===== src/rtl/srg_pkg.sv =====
package srg_pkg;
  localparam int unsigned DATA_W    = 32;
  localparam int unsigned REG_AW    = 4;
  localparam int unsigned RAM_BYTES = 16384;
  localparam int unsigned MEM_AW    = $clog2(RAM_BYTES / (DATA_W / 8));

  localparam logic [REG_AW-1:0] CTRL_OFS = '0;

  // lock pattern fields
  localparam int unsigned FA_LSB = 0;
  localparam int unsigned FB_LSB = 2;
  localparam logic [1:0]  FA_LOCK = 2'b10;
  localparam logic [1:0]  FB_LOCK = 2'b01;

  // unlock key field and sequence
  localparam int unsigned KEY_LSB  = 8;
  localparam int unsigned NUM_KEYS = 3;
  localparam int unsigned STEP_W   = $clog2(NUM_KEYS);

  // status fields on read
  localparam int unsigned STAT_LOCK_BIT = 16;
  localparam int unsigned STAT_STEP_LSB = 17;

  function automatic logic [7:0] key_for(input logic [STEP_W-1:0] step);
    case (step)
      0:       key_for = 8'hA5;
      1:       key_for = 8'h5A;
      default: key_for = 8'hC3;
    endcase
  endfunction
endpackage


===== src/rtl/srg_rst_sync.sv =====
module srg_rst_sync (
  input  logic clk,
  input  logic rst_ni,
  output logic rst_no
);
  logic [1:0] sync_q;

  always_ff @(posedge clk or negedge rst_ni) begin
    if (!rst_ni) sync_q <= 2'b00;
    else         sync_q <= {sync_q[0], 1'b1};
  end

  assign rst_no = sync_q[1];
endmodule


===== src/rtl/srg_regbank.sv =====
module srg_regbank
  import srg_pkg::*;
#(
  parameter int unsigned DW = DATA_W,
  parameter int unsigned AW = REG_AW
) (
  input  logic          clk,
  input  logic          rst_n,
  input  logic          reg_req,
  input  logic          reg_we,
  input  logic [AW-1:0] reg_addr,
  input  logic [DW-1:0] reg_wdata,
  input  logic          mem_req,
  output logic [DW-1:0] reg_rdata,
  output logic          reg_rdy,
  output logic          reg_err,
  output logic          locked_o
);
  localparam logic [STEP_W-1:0] LAST_STEP = STEP_W'(NUM_KEYS - 1);

  logic              locked_q, locked_d;
  logic [STEP_W-1:0] step_q, step_d;
  logic              rdy_d, err_d;
  logic [DW-1:0]     rdata_d;
  logic              addr_ok, wr_hit, pat_ok, key_ok, state_en;
  logic [7:0]        key_in;

  assign addr_ok  = (reg_addr == CTRL_OFS);
  assign wr_hit   = reg_req && reg_we && addr_ok;
  assign pat_ok   = (reg_wdata[FA_LSB +: 2] == FA_LOCK) &&
                    (reg_wdata[FB_LSB +: 2] == FB_LOCK);
  assign key_in   = reg_wdata[KEY_LSB +: 8];
  assign key_ok   = (key_in == key_for(step_q));
  assign state_en = wr_hit || mem_req;

  // next state of lock and unlock sequence
  always_comb begin
    locked_d = locked_q;
    step_d   = step_q;
    if (locked_q) begin
      if (mem_req) begin
        step_d = '0;
      end else if (wr_hit) begin
        if (!key_ok) begin
          step_d = '0;
        end else if (step_q == LAST_STEP) begin
          locked_d = 1'b0;
          step_d   = '0;
        end else begin
          step_d = step_q + 1'b1;
        end
      end
    end else if (wr_hit && pat_ok) begin
      locked_d = 1'b1;
      step_d   = '0;
    end
  end

  // next response
  always_comb begin
    rdy_d   = reg_req && addr_ok;
    err_d   = reg_req && !addr_ok;
    rdata_d = '0;
    if (reg_req && !reg_we && addr_ok) begin
      rdata_d[STAT_LOCK_BIT]             = locked_q;
      rdata_d[STAT_STEP_LSB +: STEP_W]   = step_q;
    end
  end

  always_ff @(posedge clk or negedge rst_n) begin
    if (!rst_n) begin
      locked_q <= 1'b0;
      step_q   <= '0;
    end else if (state_en) begin
      locked_q <= locked_d;
      step_q   <= step_d;
    end
  end

  always_ff @(posedge clk or negedge rst_n) begin
    if (!rst_n) begin
      reg_rdy   <= 1'b0;
      reg_err   <= 1'b0;
      reg_rdata <= '0;
    end else begin
      reg_rdy   <= rdy_d;
      reg_err   <= err_d;
      reg_rdata <= rdata_d;
    end
  end

  assign locked_o = locked_q;

  // the lock is only entered through a pattern write
  p_lock_entry_r2: assert property (@(posedge clk) disable iff (!rst_n)
    $rose(locked_q) |-> $past(wr_hit && pat_ok));

  // the lock is only left through the final key with no access pending
  p_unlock_exit_r4: assert property (@(posedge clk) disable iff (!rst_n)
    $fell(locked_q) |-> $past(wr_hit && !mem_req && step_q == LAST_STEP &&
                              key_in == 8'hC3));

  // the sequence step is idle whenever unlocked
  p_step_idle_r5: assert property (@(posedge clk) disable iff (!rst_n)
    !locked_q |-> step_q == '0);

  // a RAM access while locked restarts the sequence
  p_access_breaks_r6: assert property (@(posedge clk) disable iff (!rst_n)
    (locked_q && mem_req) |=> (step_q == '0 && locked_q));

  // each register request gets exactly one kind of answer
  p_reg_answer_r9: assert property (@(posedge clk) disable iff (!rst_n)
    reg_req |=> (reg_rdy ^ reg_err));

  // a read never moves the lock state
  p_read_quiet_r11: assert property (@(posedge clk) disable iff (!rst_n)
    (reg_req && !reg_we && !mem_req) |=> ($stable(step_q) && $stable(locked_q)));
endmodule


===== src/rtl/srg_access_gate.sv =====
module srg_access_gate
  import srg_pkg::*;
#(
  parameter int unsigned DW = DATA_W,
  parameter int unsigned AW = MEM_AW
) (
  input  logic          clk,
  input  logic          rst_n,
  input  logic          locked,
  input  logic          mem_req,
  input  logic          mem_we,
  input  logic [AW-1:0] mem_addr,
  input  logic [DW-1:0] mem_wdata,
  output logic [DW-1:0] mem_rdata,
  output logic          mem_rdy,
  output logic          mem_err,
  output logic          ram_req,
  output logic          ram_we,
  output logic [AW-1:0] ram_addr,
  output logic [DW-1:0] ram_wdata,
  input  logic [DW-1:0] ram_rdata
);
  logic pass, rdy_d, err_d;

  assign pass      = mem_req && !locked;
  assign ram_req   = pass;
  assign ram_we    = pass && mem_we;
  assign ram_addr  = mem_addr;
  assign ram_wdata = mem_wdata;

  always_comb begin
    rdy_d = pass;
    err_d = mem_req && locked;
  end

  always_ff @(posedge clk or negedge rst_n) begin
    if (!rst_n) begin
      mem_rdy <= 1'b0;
      mem_err <= 1'b0;
    end else begin
      mem_rdy <= rdy_d;
      mem_err <= err_d;
    end
  end

  assign mem_rdata = mem_rdy ? ram_rdata : '0;

  // a locked access is refused with no data returned
  p_locked_refused_r7: assert property (@(posedge clk) disable iff (!rst_n)
    (mem_req && locked) |=> (mem_err && !mem_rdy && mem_rdata == '0));

  // an unlocked access completes on the next cycle
  p_open_pass_r8: assert property (@(posedge clk) disable iff (!rst_n)
    (mem_req && !locked) |=> (mem_rdy && !mem_err));
endmodule


===== src/rtl/standby_ram_guard.sv =====
module standby_ram_guard
  import srg_pkg::*;
#(
  parameter int unsigned DW  = DATA_W,
  parameter int unsigned RAW = REG_AW,
  parameter int unsigned MAW = MEM_AW
) (
  input  logic           clk,
  input  logic           rst_ni,
  input  logic           reg_req,
  input  logic           reg_we,
  input  logic [RAW-1:0] reg_addr,
  input  logic [DW-1:0]  reg_wdata,
  output logic [DW-1:0]  reg_rdata,
  output logic           reg_rdy,
  output logic           reg_err,
  input  logic           mem_req,
  input  logic           mem_we,
  input  logic [MAW-1:0] mem_addr,
  input  logic [DW-1:0]  mem_wdata,
  output logic [DW-1:0]  mem_rdata,
  output logic           mem_rdy,
  output logic           mem_err,
  output logic           ram_req,
  output logic           ram_we,
  output logic [MAW-1:0] ram_addr,
  output logic [DW-1:0]  ram_wdata,
  input  logic [DW-1:0]  ram_rdata
);
  logic rst_n;
  logic locked;

  srg_rst_sync u_rst (.clk(clk), .rst_ni(rst_ni), .rst_no(rst_n));

  srg_regbank #(.DW(DW), .AW(RAW)) u_regs (
    .clk(clk), .rst_n(rst_n),
    .reg_req(reg_req), .reg_we(reg_we), .reg_addr(reg_addr),
    .reg_wdata(reg_wdata), .mem_req(mem_req),
    .reg_rdata(reg_rdata), .reg_rdy(reg_rdy), .reg_err(reg_err),
    .locked_o(locked)
  );

  srg_access_gate #(.DW(DW), .AW(MAW)) u_gate (
    .clk(clk), .rst_n(rst_n), .locked(locked),
    .mem_req(mem_req), .mem_we(mem_we), .mem_addr(mem_addr),
    .mem_wdata(mem_wdata), .mem_rdata(mem_rdata),
    .mem_rdy(mem_rdy), .mem_err(mem_err),
    .ram_req(ram_req), .ram_we(ram_we), .ram_addr(ram_addr),
    .ram_wdata(ram_wdata), .ram_rdata(ram_rdata)
  );
endmodule


===== config.mk =====
export PLATFORM = sky130hd
export DESIGN_NAME = standby_ram_guard
export DESIGN_NICKNAME = d
export VERILOG_FILES = /design/src/rtl/srg_pkg.sv /design/src/rtl/srg_rst_sync.sv /design/src/rtl/srg_regbank.sv /design/src/rtl/srg_access_gate.sv /design/src/rtl/standby_ram_guard.sv
export SDC_FILE = /design/constraint.sdc
export NUM_CORES = 1
export LEC_CHECK = 0
export BUFFER_PORTS_ARGS = -buffer_cell sky130_fd_sc_hd__buf_2
export CORE_AREA = 2 2 91 93
export DETAILED_ROUTE_END_ITERATION = 16
export DIE_AREA = 0 0 93 95
export HOLD_SLACK_MARGIN = 0.08
export PLACE_DENSITY = 0.54
export SLEW_MARGIN = 0
export SYNTH_ARGS = -nofsm -noshare
export SYNTH_HDL_FRONTEND = slang
export SYNTH_SLANG_ARGS = --single-unit

===== constraint.sdc =====
create_clock -name clk -period 1.7 [get_ports clk]
set_clock_uncertainty 0.05 [all_clocks]
set_input_delay 0.34 -clock clk [delete_from_list [all_inputs] [get_ports clk]]
set_output_delay 0.34 -clock clk [all_outputs]
set_load 0.02 [all_outputs]

==> impl_metrics.toml <==
[drt]
drt-initial-drc-count = 4
remaining_drc_errors = 0
ant_nets = 0
wl_per_cell_um = 9.42
viasPerCell = 3.30
dr.pass1.iters = 4
vias = 1027
routed_wl_um = 2930

[global_routing]
grt_max_degree = 23
met3_usage_pct = 2.87
met1_usage_pct = 6.36
grt_use_met2_pct = 7.91
antenna_found_initial = 0
grtUsageTotal_pct = 5.36
overflow = 0
grt_pass1_vias = 791
top_usage_layer = "met2"
grt_pass1_wl_um = 3680

[worst_setup_path]
worstPathArrival_ps = 1180
cpMaxStageDelayCell = "dfrtp_1"
crit_path_end_kind = "primary output"
timing.critical_path.cells = "nor2b_1 -> and2_1 -> buf_2"
crit_start = "u_regs.locked_o"
cp.required_ps = 1310
path_class = "register to primary output"
path_max_fanout = 6
rrSetupSlack_ps = 350
startpoint_type = "register"
cp_slowest_stage_delay_ps = 420
r2r_start = "u_regs.step_q[1]"

[finish]
layout.cells.most_common = "buf_2"
utilization_pct = 19.1
fin_area_mm2 = 0.00151
seqCellArea_um2 = 300
fillers = 919
syn2layout_area_growth_pct = 16.5
final_cell_mix = "94 x buf_2, 34 x and2_1, 30 x conb_1, 12 x dfrtp_1"
diodes = 0
multi_input_area_um2 = 538
drive_gt1_share_pct = 51.0
final_nets = 326

[clocking]
path_clk_slew_ps = 50
cts_tree = "done"
clockRootBuffer = "clkbuf_8"
hold_buffers = 1
h-tree-depth = 1
numCtsBuffers = 3
cts.repair.resized = 0
clk_latency_ps = 240
cts_sinks = 12
clock_path_buffers = 2
cts_setup_buffers = 0

[synth]
syn_area_per_cell_um2 = 8.44
synthDistinctLibCells = 25
synth_area_mm2 = 0.00130
yosysSeqAreaShare_pct = 23.1
ys_warn_count = 0
netlist_instances = 154
synth-seq-cells = 12

[die]
dieHeight_um = 95
start_util_pct = 16.4
fp-row-count = 33
num_io_pins = 232
die_x_um = 93
core_mm2 = 0.00793
fp.dieArea_mm2 = 0.00884

[place]
place_area_mm2 = 0.00146
dp_hpwl_um = 2590
place.port_buffers = 94
gp_congestion = 0.677

[timing]
hold_ws_ps = 101
rsz0062_at_grt = "false"
period_needed_ps = 1570
max_freq_mhz = 638
hold_violations = 0
timing.setup.tns_ps = 0
maxSlewViolCount = 0
fin_crit_sh_pct = 92.1
finalSetupViolCount = 0

[min_path]
hp-class = "register to asynchronous set/reset pin"

[power_and_ir_drop]
p_total_mw = 0.834
cellLeakagePower_nw = 0.862
vdd_drop_max_mv = 0.237
power_density_mw_per_mm2 = 551

[run_status]
status = "complete, no violations"

[flow_run]
cap_violations = 0
-- cells in the mapped netlist --
cell | instances | area, um^2
a31oi_1 | 1 | 6.26
buf_4 | 73 | 548
nor2_1 | 1 | 3.75
o31a_1 | 1 | 8.76
nand3_1 | 1 | 5.00
inv_1 | 2 | 7.51
clkbuf_1 | 3 | 11.3
o31ai_1 | 1 | 7.51
nand2_1 | 3 | 11.3
nor3_1 | 2 | 10.0
a21o_2 | 1 | 8.76
or4_1 | 1 | 7.51
conb_1 | 2 | 7.51
nor4bb_1 | 3 | 30.0
and2_1 | 34 | 213
nor4_4 | 1 | 21.3
nand4_2 | 1 | 12.5
and2b_2 | 1 | 8.76
dfrtp_1 | 12 | 300
mux2_2 | 1 | 11.3
and3_4 | 1 | 11.3
o21ai_0 | 3 | 15.0
nor3b_1 | 2 | 15.0
nor2b_1 | 2 | 12.5
nand2b_1 | 1 | 6.26
-- power breakdown --
group          internal (mW)  switching [mW]  total (mW)
logic                  0.107           0.177       0.284
registers              0.294         0.00734       0.301
clock network          0.155          0.0941       0.249
total                  0.556           0.278       0.834
-- through the flow --
stage	setup WS, ps	std cells
3_3_place_gp	191	307
6_report	133	311
3_5_place_dp	175	307
4_1_cts	96.7	311
2_1_floorplan	241	182
5_1_grt	50.5	311
-- registers in the layout, indices dropped and copies added, names as in the netlist --
signal and flops:
u_regs.locked_o 1, u_regs.reg_rdy 1, u_gate.mem_rdy 1, u_regs.reg_rdata 3
u_regs.reg_err 1, u_gate.mem_err 1, u_rst.sync_q 2, u_regs.step_q 2
-- critical path: cells and delay by family, from the launching register on --
kind | cells | cell delay, ps
flip-flops | 1 | 420
buffers and inverters | 1 | 150
AND/OR/NAND/NOR | 2 | 370
-- cells by family after synthesis --
family          count (synthesis)  share of synthesized area [%]
buf+inv                        78                           43.6
compound gates                  7                           3.56
mux                             1                          0.866
other cells                     2                          0.578
simple gates                   54                           28.3
flops                          12                           23.1
-- worst paths after layout --
check | depth (start not counted) | end
worst max-delay path | 3 | ram_we
worst min-delay path | 0 | u_gate.mem_err
worst max register to register | 4 | u_regs.locked_o
worst min register to register | 0 | u_gate.mem_err
max in group asynchronous | 2 | u_rst.sync_q[0]
min in group clk | 2 | u_regs.reg_rdata[16]
-- layout make-up --
type,instances,area share [%]
clock buffers,3,2.73
multi-input cells,92,35.5
inverters,2,0.496
repair buffers,97,32.7
flip-flops and latches,12,19.8
well taps,105,8.68
-- per-layer routing --
layer,routed length [um],vias to the layer above
li1,-,487
met1,1140,441
met3,403,12
met2,1330,87
met5,0,-
met4,55,0
Note: power is estimated with default switching activity, not from simulation.
